**src/rtl/dram_dec_pkg.sv**
```systemverilog
package dram_dec_pkg;

   // Edge events derived from one sample of the strobe pins
   typedef struct packed {
      logic ras_fall;
      logic ras_rise;
      logic cas_fall;
      logic we_fall;
      logic oe_rise;
   } strobe_ev_t;

   function automatic int max_of(input int a, input int b);
      return (a > b) ? a : b;
   endfunction

endpackage

```
**src/rtl/dram_strobe_edges.sv**
```systemverilog
module dram_strobe_edges
   import dram_dec_pkg::*;
(
   input  logic       clk,
   input  logic       rst_n,
   input  logic       ras_n,
   input  logic       cas_n,
   input  logic       we_n,
   input  logic       oe_n,
   output strobe_ev_t ev,
   output logic       ras_q,
   output logic       cas_q
);

   logic we_q, oe_q;

   // Previous samples; strobes idle high out of reset
   always_ff @(posedge clk or negedge rst_n) begin
      if (!rst_n) begin
         ras_q <= 1'b1;
         cas_q <= 1'b1;
         we_q  <= 1'b1;
         oe_q  <= 1'b1;
      end else begin
         ras_q <= ras_n;
         cas_q <= cas_n;
         we_q  <= we_n;
         oe_q  <= oe_n;
      end
   end

   always_comb begin
      ev.ras_fall = ras_q & ~ras_n;
      ev.ras_rise = ~ras_q & ras_n;
      ev.cas_fall = cas_q & ~cas_n;
      ev.we_fall  = we_q & ~we_n;
      ev.oe_rise  = ~oe_q & oe_n;
   end

endmodule

```
**src/rtl/dram_refresh_ctr.sv**
```systemverilog
module dram_refresh_ctr #(
   parameter int ROW_W = 4
) (
   input  logic             clk,
   input  logic             rst_n,
   input  logic             adv,
   output logic [ROW_W-1:0] cnt
);

   always_ff @(posedge clk or negedge rst_n) begin
      if (!rst_n)   cnt <= '0;
      else if (adv) cnt <= cnt + 1'b1;
   end

   assert_ctr_moves_R2: assert property (@(posedge clk) disable iff (!rst_n)
      adv |=> (cnt != $past(cnt)));

endmodule

```
**src/rtl/dram_cell_array.sv**
```systemverilog
module dram_cell_array #(
   parameter int ROW_W = 4,
   parameter int COL_W = 4,
   parameter int DQ_W  = 4
) (
   input  logic             clk,
   input  logic             wr,
   input  logic [ROW_W-1:0] row,
   input  logic [COL_W-1:0] col,
   input  logic [DQ_W-1:0]  wdata,
   output logic [DQ_W-1:0]  rdata
);

   localparam int IDX_W = ROW_W + COL_W;
   localparam int CELLS = 1 << IDX_W;

   logic [IDX_W-1:0] idx;
   assign idx = {row, col};

   // One bit plane per data lane
   for (genvar l = 0; l < DQ_W; l++) begin : g_lane
      logic [CELLS-1:0] plane;
      always_ff @(posedge clk) begin
         if (wr) plane[idx] <= wdata[l];
      end
      assign rdata[l] = plane[idx];
   end

endmodule

```
**src/rtl/dram_protocol_mon.sv**
```systemverilog
module dram_protocol_mon #(
   parameter int RAS_MAX = 40,
   parameter int RCD_MIN = 2
) (
   input  logic clk,
   input  logic rst_n,
   input  logic ras_n,
   input  logic ras_fall,
   input  logic cas_access,
   output logic err
);

   localparam int CNT_W = $clog2(RAS_MAX + 1) + 1;
   localparam logic [CNT_W-1:0] LIM  = CNT_W'(RAS_MAX);
   localparam logic [CNT_W-1:0] RCD  = CNT_W'(RCD_MIN);

   logic [CNT_W-1:0] low_cnt;
   logic             too_long, too_soon;

   // Count of samples the row strobe has been low, saturating at LIM
   always_ff @(posedge clk or negedge rst_n) begin
      if (!rst_n)                 low_cnt <= '0;
      else if (ras_fall)          low_cnt <= CNT_W'(1);
      else if (ras_n)             low_cnt <= '0;
      else if (low_cnt < LIM)     low_cnt <= low_cnt + 1'b1;
   end

   assign too_long = !ras_n && !ras_fall && (low_cnt >= LIM);
   assign too_soon = cas_access && (low_cnt < RCD);

   always_ff @(posedge clk or negedge rst_n) begin
      if (!rst_n)                    err <= 1'b0;
      else if (too_long || too_soon) err <= 1'b1;
   end

   assert_err_sticky_R9: assert property (@(posedge clk) disable iff (!rst_n)
      err |=> err);

endmodule

```
**src/rtl/dram_strobe_decoder.sv**
```systemverilog
module dram_strobe_decoder
   import dram_dec_pkg::*;
#(
   parameter int ROW_W   = 4,
   parameter int COL_W   = 4,
   parameter int DQ_W    = 4,
   parameter int RAS_MAX = 40,
   parameter int RCD_MIN = 2,
   localparam int ADDR_W = max_of(ROW_W, COL_W)
) (
   input  logic              clk,
   input  logic              rst_n,
   input  logic              row_strobe_n,
   input  logic              col_strobe_n,
   input  logic              write_en_n,
   input  logic              out_en_n,
   input  logic [ADDR_W-1:0] addr,
   input  logic [DQ_W-1:0]   dq_in,
   output logic [DQ_W-1:0]   dq_out,
   output logic              dq_drive,
   output logic              rfsh_pulse,
   output logic [ROW_W-1:0]  rfsh_row,
   output logic              proto_err
);

   // Elaboration-time parameter checks
   if (ROW_W < 1 || ROW_W > 11) begin : g_bad_row
      $error("ROW_W out of range");
   end
   if (COL_W < 1 || COL_W > 11) begin : g_bad_col
      $error("COL_W out of range");
   end
   if (RCD_MIN < 1 || RAS_MAX <= RCD_MIN) begin : g_bad_timing
      $error("timing limits inconsistent");
   end

   strobe_ev_t       ev;
   logic             ras_q, cas_q;
   logic             row_open, rd_valid;
   logic [ROW_W-1:0] row_r, ctr;
   logic [DQ_W-1:0]  dout_r, cell_rd;
   logic             cas_access, cell_wr, cbr_start;

   dram_strobe_edges u_edges (
      .clk(clk), .rst_n(rst_n),
      .ras_n(row_strobe_n), .cas_n(col_strobe_n),
      .we_n(write_en_n), .oe_n(out_en_n),
      .ev(ev), .ras_q(ras_q), .cas_q(cas_q)
   );

   assign cbr_start  = ev.ras_fall && !col_strobe_n;
   assign cas_access = ev.cas_fall && row_open && !row_strobe_n;
   assign cell_wr    = cas_access && !write_en_n;

   dram_refresh_ctr #(.ROW_W(ROW_W)) u_ctr (
      .clk(clk), .rst_n(rst_n), .adv(cbr_start), .cnt(ctr)
   );

   dram_cell_array #(.ROW_W(ROW_W), .COL_W(COL_W), .DQ_W(DQ_W)) u_cells (
      .clk(clk), .wr(cell_wr), .row(row_r), .col(addr[COL_W-1:0]),
      .wdata(dq_in), .rdata(cell_rd)
   );

   dram_protocol_mon #(.RAS_MAX(RAS_MAX), .RCD_MIN(RCD_MIN)) u_mon (
      .clk(clk), .rst_n(rst_n), .ras_n(row_strobe_n),
      .ras_fall(ev.ras_fall), .cas_access(cas_access), .err(proto_err)
   );

   // Row activation and refresh reporting
   always_ff @(posedge clk or negedge rst_n) begin
      if (!rst_n) begin
         row_open   <= 1'b0;
         row_r      <= '0;
         rfsh_pulse <= 1'b0;
         rfsh_row   <= '0;
      end else begin
         rfsh_pulse <= 1'b0;
         if (ev.ras_fall) begin
            rfsh_pulse <= 1'b1;
            if (!col_strobe_n) begin
               rfsh_row <= ctr;
            end else begin
               row_open <= 1'b1;
               row_r    <= addr[ROW_W-1:0];
               rfsh_row <= addr[ROW_W-1:0];
            end
         end else if (ev.ras_rise) begin
            row_open <= 1'b0;
         end
      end
   end

   // Extended-data-out output control
   always_ff @(posedge clk or negedge rst_n) begin
      if (!rst_n) begin
         rd_valid <= 1'b0;
         dout_r   <= '0;
      end else begin
         if (cas_access) begin
            if (!write_en_n) begin
               rd_valid <= 1'b0;
            end else begin
               rd_valid <= !out_en_n;
               dout_r   <= cell_rd;
            end
         end else if ((row_strobe_n && col_strobe_n) || ev.oe_rise ||
                      (ev.we_fall && col_strobe_n)) begin
            rd_valid <= 1'b0;
         end
      end
   end

   assign dq_drive = rd_valid;
   assign dq_out   = rd_valid ? dout_r : '0;

   assert_standby_hiz_R1: assert property (@(posedge clk) disable iff (!rst_n)
      (ras_q && cas_q) |-> !dq_drive);

   assert_early_write_hiz_R4: assert property (@(posedge clk) disable iff (!rst_n)
      cell_wr |=> !dq_drive);

   assert_drive_from_read_R5: assert property (@(posedge clk) disable iff (!rst_n)
      $rose(dq_drive) |-> $past(cas_access && write_en_n && !out_en_n));

   assert_rfsh_on_ras_fall_R3: assert property (@(posedge clk) disable iff (!rst_n)
      rfsh_pulse |-> $past(ev.ras_fall));

endmodule

```
**config.mk**
```make
export PLATFORM = sky130hd
export DESIGN_NAME = dram_strobe_decoder
export DESIGN_NICKNAME = d
export VERILOG_FILES = /design/src/rtl/dram_dec_pkg.sv /design/src/rtl/dram_strobe_edges.sv /design/src/rtl/dram_refresh_ctr.sv /design/src/rtl/dram_cell_array.sv /design/src/rtl/dram_protocol_mon.sv /design/src/rtl/dram_strobe_decoder.sv
export SDC_FILE = /design/constraint.sdc
export NUM_CORES = 1
export LEC_CHECK = 0
export BUFFER_PORTS_ARGS = -buffer_cell sky130_fd_sc_hd__buf_2
export CORE_MARGIN = 2
export CORE_UTILIZATION = 35
export DETAILED_ROUTE_END_ITERATION = 8
export GPL_TIMING_DRIVEN = 0
export PLACE_DENSITY = 0.51
export SETUP_SLACK_MARGIN = 0.2
export SYNTH_ARGS = -nofsm -noshare
export SYNTH_HDL_FRONTEND = slang
export SYNTH_SLANG_ARGS = --single-unit
```
**constraint.sdc**
```tcl
create_clock -name clk -period 3.9 [get_ports clk]
set_input_delay 0.39 -clock clk [delete_from_list [all_inputs] [get_ports clk]]
set_output_delay 0.39 -clock clk [all_outputs]
set_load 0.1 [all_outputs]
```
==> results.txt <==
* Antenna-violating nets left: 0
- Placeable core area: 0.118 mm²
- After floorplanning, the core was divided into 126 placement rows.
- In this run, synthesis produced a sequential element count of 1055.
* Run status: finished with violations
- Routed wire length: 134000 µm
- Netlist Area Pre-Place: roughly 0.042 mm²
- Setup violations remaining at the end of the flow were counted as 0.
* Critical path start-end classification: input port to register
* Aggregate global-route resource usage: 21.8%
* Root Buffer: sky130_fd_sc_hd__clkbuf_16
- The worst hold path terminates at u_cells.g_lane[2].plane[204].
- Final HPWL DP: 86400 µm
* Area Overhead vs Synth: 14.5%
- After routing the design area is 0.0479 mm².
- Clock Skew: ~0.028 ns
- Power per unit of standard cell area: 521 mW/mm²
- Reg2reg setup slack: 0.19 ns
- Based on the critical path, the design can be clocked at up to 269 MHz.
- Counting instances, the worst hold path has a depth of 1.
- Async SR Flop Fraction: 2.94%
- Counting the buffers created by CTS gives 110.
- The startpoint identified for the worst hold timing path is dq_in[2].
* Crit path capture type: register
- Clock slew at the register clock pins of the worst setup and hold paths: around 0.060 ns
- Setup tns final: 0 ns
- Count of warnings emitted by yosys: 0
* Standard cell area after detailed placement: 0.0440 mm²
- Data arrives at the worst endpoint at 4.06 ns.
- Number of cell instances on the worst register-to-register path: 6
- Origin of the critical flop-to-flop path: u_edges.cas_q
- Synth cell types: 59
* VDD IR-drop max: about 380 µV
- Antenna violations before repair: 6
- Path category of the worst min-delay check: input port to register
* Most frequently used flop master after synthesis: sky130_fd_sc_hd__edfxtp_1
- In this run the deepest clock path goes through 3 buffers.
* Final routed wire length divided by cell count: about 34 µm
- STA classifies the critical path startpoint as an input port.
- Net total in the final layout: about 2300
- The worst register-to-register path ends at u_cells.g_lane[0].plane[151].
* Average cell area after synthesis: 19.7 µm²
* Count of pins on the block boundary: 25
- Cells with a size suffix above 1 make up 23.9% of the layout.
- Counting every net in the synthesized netlist gives 2138.
* H-Tree Depth: 3
- At the placement stage, the worst setup path has a slack of -1.71 ns.
* Violations in the final reports: max-capacitance violations
* DRC violations left: 0
- Area of the die: ~0.12 mm²
- At the pin with the least slew margin, the transition time is between 1 and 1.5 ns.
* RSZ-0062 raised after global routing: false
- Remaining global-route overflow: 0
- Measured against its own limit, the worst slew margin works out to 0.772%.
- Share of the core filled with cells in the final layout: 40.5%
- Pins over their slew limit: 0
- The share of the Yosys chip area taken by registers is 75.4%.
* First-pass GRT wire length: 183000 µm
- The congestion estimate from routability-driven global placement came to between 0.8 and 0.9.
* Drt via density: 5.80
- Worst-case hold slack: 0.129 ns
* Clock tree sinks: ~1100
* Final worst path period need: 3.72 ns
- In this run the static leakage power is 14.8 nW.
- The tool flagged a number of max-cap violations equal to 1.
- TritonCTS built the clock tree.
* Final Cycle Share: between 90% and 100%
- The final hold violation count was 0.
- Via count: 22600
* Number of buffers added on ports: 24
- Yosys mapped a number of flops with a built-in enable equal to approximately 1000.
- Counting every instance in the synthesized netlist gives 2122.
- Setup ws final: 0.176 ns
- Of all nets on the critical path, the largest fanout is 10.
- Number of global-route vias before repair: around 23000
- Die H: 350 µm
- Measured along the x axis, the die boundary spans 350 µm.
* Most frequent cells in the layout: sky130_fd_sc_hd__edfxtp_1, sky130_fd_sc_hd__nor2_1, sky130_fd_sc_hd__mux4_2
* First-pass detailed-route iteration total: 5
- Clock latency of the later-clocked register in the worst-skew pair: 0.70 ns
- Entering global routing, the biggest net connects 161 pins.
* Commonest non-fill, non-tap cell in the layout: sky130_fd_sc_hd__edfxtp_1
* Initial Util: 35.4%
- Required time worst endpoint: around 4.2 ns
* 1st-iter DRT viols: 3228
-- cells in the mapped netlist, drive strengths merged (4+ instances only) --
cell type | instances | area share (%)
edfxtp | 1024 | 74
nor2 | 279 | 2.5
mux4 | 243 | 13
clkbuf | 72 | 0.65
a22oi | 60 | 1.1
buf | 60 | 1.3
mux2i | 49 | 1.2
nand2 | 48 | 0.43
a21oi | 47 | 0.56
dfrtp | 27 | 1.6
nor2b | 26 | 0.39
mux2 | 23 | 0.62
o21ai | 20 | 0.24
a211oi | 15 | 0.27
and2 | 12 | 0.18
nand2b | 10 | 0.15
nand3 | 9 | 0.12
o221ai | 9 | 0.19
a31oi | 6 | 0.090
inv | 5 | 0.045
nor4 | 5 | 0.075
o211ai | 5 | 0.090
xor2 | 5 | 0.10
dfstp | 4 | 0.25
nand4 | 4 | 0.060
nor3 | 4 | 0.048
o31ai | 4 | 0.072
o41ai | 4 | 0.10
or2 | 4 | 0.060
-- cell type report --
cell class                 count  area [µm²]
clock inverter                70         691
sequential                  1055       31500
clock buffer                 135        2930
tap                         1536        1920
timing repair buffer          35         340
antenna                        1        2.50
inverter                       5        18.8
multi-input combinational    930        9570
fill                       10500       70400
buffer                       132         866
-- registers in the layout, summed over array words and instances, names as in the netlist --
register,count
u_edges.cas_q,1
u_cells.g_lane.plane,1024
u_edges.oe_q,1
rfsh_row,4
u_edges.we_q,1
dq_drive,1
rfsh_pulse,1
dout_r,4
u_edges.ras_q,1
row_open,1
u_mon.low_cnt,7
u_mon.err,1
u_ctr.cnt,4
row_r,4
-- kinds of logic (layout without fill, tap and decap cells) --
logic type	after synthesis	in the layout	share of synthesized area [%]
xor gates and xnor gates	7	7	0.147
and+or+nand+nor	412	412	4.20
buffers and inverters	137	377	1.98
DFF	1055	1055	75.4
muxes	315	315	15.0
AOI/OAI and AO/OA	194	194	3.18
adders and majority gates	2	2	0.0598
other	0	1	0
-- critical path, cell delays in order --
cell and delay [ns]:
sky130_fd_sc_hd__buf_2 0.15, sky130_fd_sc_hd__clkbuf_1 0.28, sky130_fd_sc_hd__nor2_1 0.24, sky130_fd_sc_hd__clkbuf_1 0.72, sky130_fd_sc_hd__clkbuf_2 0.61, sky130_fd_sc_hd__nand2_1 0.61, sky130_fd_sc_hd__clkbuf_4 0.57, sky130_fd_sc_hd__nor2_1 0.46
-- routing by layer --
metal  up-vias  wire length (µm)  GRT usage, %  part of all wire, %
met3       219             11700          5.10                  8.8
met4         0              4250          6.66                  3.2
li1       8967                 -             -                    -
met1     12300             55100          30.2                   41
met2      1154             62600          34.4                   47
met5         -                 0             0                    0
-- per-stage QoR --
| stage | power (mW) | std cells |
|---|---|---|
| 6_report | 24.9 | 3899 |
| 5_1_grt | 25.5 | 3898 |
| 4_1_cts | 25.0 | 3898 |
| 3_5_place_dp | 14.5 | 3688 |
| 3_3_place_gp | 14.5 | 3682 |
| 2_1_floorplan | 13.7 | 2122 |
-- worst max path at each step --
stage / endpoint / cells past startpoint / startpoint / slack, ns
6_report: u_cells.g_lane[3].plane[163] / 8 / addr[3] / 0.18
3_3_place_gp: u_cells.g_lane[3].plane[111] / 9 / addr[1] / -2.03
5_1_grt: u_cells.g_lane[0].plane[65] / 6 / u_edges.cas_q / 0.21
3_5_place_dp: u_cells.g_lane[3].plane[111] / 9 / addr[1] / -1.71
4_1_cts: u_cells.g_lane[0].plane[148] / 6 / u_edges.cas_q / 0.004
2_1_floorplan: u_cells.g_lane[0].plane[245] / 10 / addr[0] / 1.32
-- power breakdown --
group          internal [mW]  leakage (nW)  total (mW)  switching, mW
registers               12.5          9.57        12.5         0.0535
clock network           6.18          1.76        10.6           4.41
logic                  0.514          3.50        1.78           1.27
total                   19.2          14.8        24.9           5.73
-- repair_timing --
action | CTS | global route
hold buffers | 5 | 0
buffers inserted | 0 | 0
gates resized for setup | 36 | 27
hold endpoints to repair | 33 | 0
setup endpoints to repair | 949 | 495
Power figures use the tool's default switching activity.
